<file path="src/rtl/lds_pkg.sv">
package lds_pkg;
  typedef enum logic [1:0] {
    SEL_OUT = 2'b00,
    SEL_IN  = 2'b01,
    SEL_DPA = 2'b10,
    SEL_RSV = 2'b11
  } regSel_e;

  // Strobes from control to datapath
  typedef struct packed {
    logic wrOut;
    logic wrIn;
    logic wrDpa;
    logic allLanes;
  } wrCmd_t;
endpackage

</file>
<file path="src/rtl/lds_ctrl.sv">
module lds_ctrl
  import lds_pkg::*;
#(
  parameter int LANES  = 30,
  parameter int ADDR_W = 5
) (
  input  logic              loadStb,
  input  logic              singleLane,
  input  logic [ADDR_W-1:0] laneAddr,
  input  logic [1:0]        regSel,
  output wrCmd_t            cmd
);
  logic addrOk;
  logic go;

  always_comb begin
    addrOk       = int'(laneAddr) < LANES;
    go           = loadStb && addrOk;
    cmd.wrOut    = go && (regSel == SEL_OUT);
    cmd.wrIn     = go && (regSel == SEL_IN);
    cmd.wrDpa    = go && (regSel == SEL_DPA);
    cmd.allLanes = !singleLane;
  end
endmodule

</file>
<file path="src/rtl/lds_flags.sv">
module lds_flags #(
  parameter int LANES = 30
) (
  input  logic             clk,
  input  logic             rst,
  input  logic             clrN,
  input  logic [LANES-1:0] rawE,
  input  logic [LANES-1:0] rawL,
  output logic [LANES-1:0] holdE,
  output logic [LANES-1:0] holdL
);
  logic [LANES-1:0] metaE, metaL, syncE, syncL;

  always_ff @(posedge clk) begin
    if (rst) begin
      metaE <= '0;
      metaL <= '0;
      syncE <= '0;
      syncL <= '0;
      holdE <= '0;
      holdL <= '0;
    end else begin
      metaE <= rawE;
      metaL <= rawL;
      syncE <= metaE;
      syncL <= metaL;
      if (!clrN) begin
        holdE <= '0;
        holdL <= '0;
      end else begin
        holdE <= holdE | syncE;
        holdL <= holdL | syncL;
      end
    end
  end
endmodule

</file>
<file path="src/rtl/lds_regs.sv">
module lds_regs
  import lds_pkg::*;
#(
  parameter int LANES  = 30,
  parameter int ADDR_W = 5,
  parameter int DLY_W  = 6
) (
  input  logic                   clk,
  input  logic                   rst,
  input  wrCmd_t                 cmd,
  input  logic [ADDR_W-1:0]      laneAddr,
  input  logic [1:0]             regSel,
  input  logic [DLY_W-1:0]       wrData,
  input  logic [LANES-1:0]       holdE,
  input  logic [LANES-1:0]       holdL,
  output logic [LANES*DLY_W-1:0] outDly,
  output logic [LANES*DLY_W-1:0] inDly,
  output logic [LANES*DLY_W-1:0] dpaDly,
  output logic [LANES-1:0]       laneOe,
  output logic [DLY_W-1:0]       rdValue,
  output logic                   rdEarly,
  output logic                   rdLate
);
  logic [LANES-1:0] laneHit;

  for (genvar i = 0; i < LANES; i++) begin : g_lane
    logic [DLY_W-1:0] outQ, inQ, dpaQ;
    logic             laneWe;

    assign laneHit[i] = (laneAddr == ADDR_W'(i));
    assign laneWe     = cmd.allLanes || laneHit[i];

    always_ff @(posedge clk) begin
      if (rst) begin
        outQ <= '0;
        inQ  <= '0;
        dpaQ <= '0;
      end else if (laneWe) begin
        if (cmd.wrOut) outQ <= wrData;
        if (cmd.wrIn)  inQ  <= wrData;
        if (cmd.wrDpa) dpaQ <= wrData;
      end
    end

    assign outDly[i*DLY_W +: DLY_W] = outQ;
    assign inDly[i*DLY_W +: DLY_W]  = inQ;
    assign dpaDly[i*DLY_W +: DLY_W] = dpaQ;
  end

  assign laneOe = laneHit;

  always_comb begin
    rdValue = '0;
    rdEarly = 1'b0;
    rdLate  = 1'b0;
    for (int i = 0; i < LANES; i++) begin
      if (laneHit[i]) begin
        unique case (regSel)
          SEL_OUT: rdValue = outDly[i*DLY_W +: DLY_W];
          SEL_IN:  rdValue = inDly[i*DLY_W +: DLY_W];
          SEL_DPA: rdValue = dpaDly[i*DLY_W +: DLY_W];
          default: rdValue = '0;
        endcase
        rdEarly = holdE[i];
        rdLate  = holdL[i];
      end
    end
  end
endmodule

</file>
<file path="src/rtl/lane_delay_store.sv">
module lane_delay_store
  import lds_pkg::*;
#(
  parameter int LANES  = 30,
  parameter int ADDR_W = 5,
  parameter int DLY_W  = 6
) (
  input  logic                   mgmtClk,
  input  logic                   rst,
  input  logic                   flagClrN,
  input  logic                   loadStb,
  input  logic                   singleLane,
  input  logic [ADDR_W-1:0]      laneAddr,
  input  logic [1:0]             regSel,
  input  logic [DLY_W-1:0]       wrData,
  input  logic [LANES-1:0]       earlyRaw,
  input  logic [LANES-1:0]       lateRaw,
  output logic [LANES*DLY_W-1:0] outDly,
  output logic [LANES*DLY_W-1:0] inDly,
  output logic [LANES*DLY_W-1:0] dpaDly,
  output logic [LANES-1:0]       laneOe,
  output logic [DLY_W-1:0]       rdValue,
  output logic                   rdEarly,
  output logic                   rdLate
);
  wrCmd_t           cmd;
  logic [LANES-1:0] holdE, holdL;

  lds_ctrl #(.LANES(LANES), .ADDR_W(ADDR_W)) u_ctrl (
    .loadStb    (loadStb),
    .singleLane (singleLane),
    .laneAddr   (laneAddr),
    .regSel     (regSel),
    .cmd        (cmd)
  );

  lds_flags #(.LANES(LANES)) u_flags (
    .clk   (mgmtClk),
    .rst   (rst),
    .clrN  (flagClrN),
    .rawE  (earlyRaw),
    .rawL  (lateRaw),
    .holdE (holdE),
    .holdL (holdL)
  );

  lds_regs #(.LANES(LANES), .ADDR_W(ADDR_W), .DLY_W(DLY_W)) u_regs (
    .clk      (mgmtClk),
    .rst      (rst),
    .cmd      (cmd),
    .laneAddr (laneAddr),
    .regSel   (regSel),
    .wrData   (wrData),
    .holdE    (holdE),
    .holdL    (holdL),
    .outDly   (outDly),
    .inDly    (inDly),
    .dpaDly   (dpaDly),
    .laneOe   (laneOe),
    .rdValue  (rdValue),
    .rdEarly  (rdEarly),
    .rdLate   (rdLate)
  );
endmodule

</file>
<file path="config.mk">
export PLATFORM = sky130hd
export DESIGN_NAME = lane_delay_store
export DESIGN_NICKNAME = d
export VERILOG_FILES = /design/src/rtl/lds_pkg.sv /design/src/rtl/lds_ctrl.sv /design/src/rtl/lds_flags.sv /design/src/rtl/lds_regs.sv /design/src/rtl/lane_delay_store.sv
export SDC_FILE = /design/constraint.sdc
export NUM_CORES = 2
export LEC_CHECK = 0
export BUFFER_PORTS_ARGS = -buffer_cell sky130_fd_sc_hd__buf_2
export CAP_MARGIN = 15
export CORE_AREA = 2 2 284 286
export DETAILED_ROUTE_END_ITERATION = 6
export DIE_AREA = 0 0 286 288
export PLACE_DENSITY = 0.59
export REMOVE_ABC_BUFFERS = 1
export SETUP_SLACK_MARGIN = 0.15
export SLEW_MARGIN = 40
export SYNTH_ARGS = -nofsm -noshare
export SYNTH_HDL_FRONTEND = slang
export SYNTH_SLANG_ARGS = --single-unit
export TNS_END_PERCENT = 20
</file>
<file path="constraint.sdc">
create_clock -name mgmtClk -period 2.1 [get_ports mgmtClk]
set_input_delay 0.42 -clock mgmtClk [delete_from_list [all_inputs] [get_ports mgmtClk]]
set_output_delay 0.42 -clock mgmtClk [all_outputs]
set_load 0.01 [all_outputs]
</file>
Word level (Yosys, flattened, before mapping) --
Index checks and enable logic that the tools add are counted. Widths: inputs -> output; s select.
Storage, ports and cells: flip-flop bits (word level) 720, output and inout bits 578, logic and storage cells 379
Cells by class: order comparisons 1, equal/unequal tests 31, multiplexer cells 120, bitwise logic cells 3, reduce and logical (&&, ||, !) cells 128
Operator list (count):
- $pmux 6 s3 | 30
- $mux 6 | 30
- $reduce_and 2->1 | 90
- $eq 5x5->1 const B | 14
- $mux 1 | 60
- $or 30x30->30 | 2
- $eq 5x4->1 const B | 8
- $logic_or 1x1->1 | 30
- $eq 5x3->1 const B | 4
- $eq 5x2->1 const B | 2
- $eq 5x1->1 const B | 1
- $logic_not 5->1 | 1
- $lt 5x5->1 const B | 1
- $logic_and 1x1->1 | 4
- $eq 2x1->1 const B | 1
- $eq 2x2->1 const B | 1
- $logic_not 2->1 | 1
- $reduce_or 2->1 | 1
- $logic_not 1->1 | 1
- $not 1->1 | 1

Logic depth before layout (Yosys ltp) --
word-level depth 32, mapped depth 10

By module --
From an unflattened synthesis, not the netlist that was laid out.
Second synthesis, totals: cell total of the unflattened synthesis 3409, area total of the unflattened synthesis 30830.8 um^2
By module, submodules not included:
- lds_regs | instances 1, cells an instance 2962, area an instance 25827.3 um^2, sequential area each 10810.4 um^2
- lds_flags | instances 1, cells an instance 441, area an instance 4948.5 um^2, sequential area each 3603.5 um^2
- lds_ctrl | instances 1, cells an instance 6, area an instance 55.1 um^2, sequential area each 0.0 um^2

Worst setup path before layout --
No wires, ideal clock.
kind input-to-output, start in regSel[0], end out rdValue[3], data arrival time 1.926 ns, required time 1.680 ns, path slack -0.246 ns, stages 10, path through buf_2 -> buf_4 -> buf_4 -> buf_2 -> mux2i_1 -> nor2_1 -> a21oi_1 -> o22ai_1 -> a221oi_1 -> nand4_1
On the way: longest elaborated chain between the ends 32
Ends and longest elaborated chain:
- from (decl) | line lane_delay_store.sv:14 | input logic [1:0] regSel,
- $eq 2x2->1 (tied with other cells) | line lds_regs.sv:58 | unique case (regSel)
- $pmux 6 s3 | line lds_regs.sv:58
- $mux 6 (29 in a row) | line lds_regs.sv:57 | if (laneHit[i]) begin
- $mux 6 * | line lds_regs.sv:57
- to (decl) | line lane_delay_store.sv:22 | output logic [DLY_W-1:0] rdValue,
Every way passes the cells marked *; elsewhere a longest branch is shown, timed or not.

Worst setup path in the final report --
Ends and elaborated chain as after synthesis.

==> flow_summary.ini <==
[global_route]
grt_pass1_wl_um = 209000
grt_pass1_vias = 32200
grt_max_degree = 62
grt-ovfl-total = 0
grt_use_total = 0.336
antenna_found_initial = 3

[timing]
finalCriticalPeriod_ns = 3.15
finalClockSkew_ns = 0.00800
rsz0062_at_grt = true
fin_tns_setup_ns = -7.07
tightest_slew_ns = 0.512
finalCritPeriodShare = 1.50
holdWs_ns = 0.0159
setup_viol = 9
finalHoldViolCount = 0
fin_ws_ns = -1.05
slew_headroom = 0.650
max_freq_mhz = 317
drv_slew = 0

[drt]
final_antenna_net_count = 0
via_per_inst = 5.48
drcViolationCount = 0
vias = 34200
dr.pass1.iters = 6
drtIter0Drc = 2897
routed_wl_um = 144000
wl_per_cell_um = 23.1

[floorplanning]
core_area_um2 = 79600
initial_core_util = 0.384
die-area_um2 = 82400
die_w_um = 286
ios = 656
die_y_um = 288
rows = 104

[logic_synthesis]
ys_types = 68
syn_inst = 3778
synth_top_area_frac = 0.471
synth_area_leaders = dfxtp_1, a21oi_1, nand3_1
ys_seq_elements = 720
yosysSeqAreaShare = 0.471
synth_most_common_cell = dfxtp_1
synth_edf_count = 0
synth.avg_cell_area_um2 = 8.10
ys_warn_count = 0
ys.flop_type = dfxtp_1
yosys.area.top_type = dfxtp_1
netlist_area_um2 = 30600
synthArstFlopShare = 0
synth_common_cells = dfxtp_1, nand2_1, a21oi_1, nand3_1, clkbuf_1

[placement]
io_buffers = 655
dp_hpwl_um = 107000
dp_slack_ns = -1.29
place_congestion = 0.954
dp.cells = 6050

[finish]
stdcell_count = 6239
drive_above_1_share = 0.361
fin_nets = 5198
synthToLayoutAreaGrowth_pct = 49.0

[worst_setup_path]
crit_type = in -> out
reg2reg_depth = 3
r2r-start = u_regs.g_lane[11].dpaQ[4]
cp.required_ns = 1.68
critPathLaunchType = primary input
setup.worst_path.end_class = output port
rrSetupSlack_ns = 1.26
worstReg2RegEnd = u_regs.g_lane[11].dpaQ[4]
critPathMaxFanout = 9
cp_data_arrival_time_ns = 2.73

[power_and_ir_drop]
clock_power_share = 0.438
combPwrFrac = 0.125
p_per_area_nw_per_um2 = 716
intPower_w = 0.0242
ir_drop_uv = 655
switchingPower_w = 0.00848
p_seq_frac = 0.436
cellLeakagePower_nw = 19.8
p_sw_frac = 0.260

[clocking]
clk_latency_ns = 0.63
cts.sinks = 720
cts_max_level = 3
cts.reportedPaths.clkPinSlew_ns = 0.06
clock-root-buffer = clkbuf_16
cts_tree = built
numCtsBuffers = 80
clock_path_buffers = 3

[status]
outcome = finished, violations left
violations = setup timing

[min_path]
min-delay-path-class = in -> reg
hold_end = u_flags.metaL[12]
holdPathStages = 2
min-delay-start = lateRaw[12]

[flow_run]
drv_cap = 0
flip-flops by register name, summed over array words and instances (netlist names):
signal / flops
u_flags.holdE: 30
u_flags.holdL: 30
u_flags.metaE: 30
u_flags.metaL: 30
u_flags.syncE: 30
u_flags.syncL: 30
u_regs.g_lane.dpaQ: 180
u_regs.g_lane.inQ: 180
u_regs.g_lane.outQ: 180
stage by stage:
step / area [um2] / total power, W / utilization
final: 45600 / 0.0326 / 0.573
after global routing: 45600 / 0.0336 / 0.572
after CTS: 45300 / 0.0327 / 0.569
after detailed placement: 41500 / 0.0183 / 0.521
after global placement: 41500 / 0.0183 / 0.521
after floorplan: 29000 / 0.0157 / -
logic make-up after synthesis:
family	share of synthesized area
AOI/OAI and AO/OA	0.174
muxes	0.0620
and+or+nand+nor	0.238
DFF	0.471
buffers and inverters	0.0548
critical path, cell delays in order:
cell	delay, ns
buf_16	0.16
buf_4	0.20
buf_4	0.23
mux2i_1	0.20
o2bb2ai_1	0.08
a22oi_1	0.35
nand4_1	0.30
nor2_1	0.18
nand4_1	0.32
buf_2	0.27
cell type report:
cell class	instances	area (um2)
Fill cell	7361	34000
Multi-Input combinational cell	2679	15100
Sequential cell	720	14400
Timing Repair Buffer	1624	12000
Clock buffer	111	2350
Tap cell	1060	1330
Clock inverter	28	298
Inverter	15	70.1
Antenna cell	2	5.00
worst max-delay path by stage:
stage                                 start                  endpoint
floorplan                         regSel[0]  u_regs.g_lane[0].outQ[0]
global placement                laneAddr[1]                rdValue[1]
detailed placement              laneAddr[1]                rdValue[1]
CTS                        u_flags.holdL[2]                    rdLate
global route        u_regs.g_lane[6].inQ[4]                rdValue[4]
finish                            regSel[0]                rdValue[3]
repair_timing:
action                                 CTS  global route
resized for setup                      144            59
setup endpoints to repair               38            29
pin swaps                               38            30
endpoints found under the hold margin   33             0
hold buffers                            33             0
gates cloned                             4             0
buffers inserted                        11             0
power by group through the flow:
stage	logic (W)	clock network [W]	registers [W]
after floorplan	0.00111	0	0.0146
after global placement	0.00377	0	0.0145
after detailed placement	0.00379	0	0.0145
after CTS	0.00399	0.0145	0.0142
after global routing	0.00431	0.0150	0.0143
final	0.00408	0.0143	0.0142
cell usage in the layout (no fill, tap or decap), types with 11 or more instances in the layout:
cell type        n
buf_4          839
dfxtp_1        711
nand2_1        661
buf_2          626
a21oi_1        579
nand3_1        544
nor2_1         176
mux2i_1        148
nor2b_1        127
o2bb2ai_1      112
clkbuf_16       84
buf_12          80
a22oi_1         34
dlygate4sd3_1   33
buf_6           33
mux2_2          26
o21ai_0         24
a22oi_2         23
a221oi_1        21
o21ai_1         21
nand4_1         19
clkinv_2        16
clkbuf_8        15
nor2_4          12
clkbuf_1        12
o22ai_1         11
routing by layer:
metal	part of all wire	GRT usage	vias to the layer above	wire length, um
met5	0.00028	0	-	40
met4	0.050	0.163	6	7220
met3	0.082	0.0569	330	11900
met2	0.47	0.547	1683	67300
met1	0.40	0.431	16300	57900
li1	-	-	15900	-
Note: power is estimated with default switching activity, not from simulation.
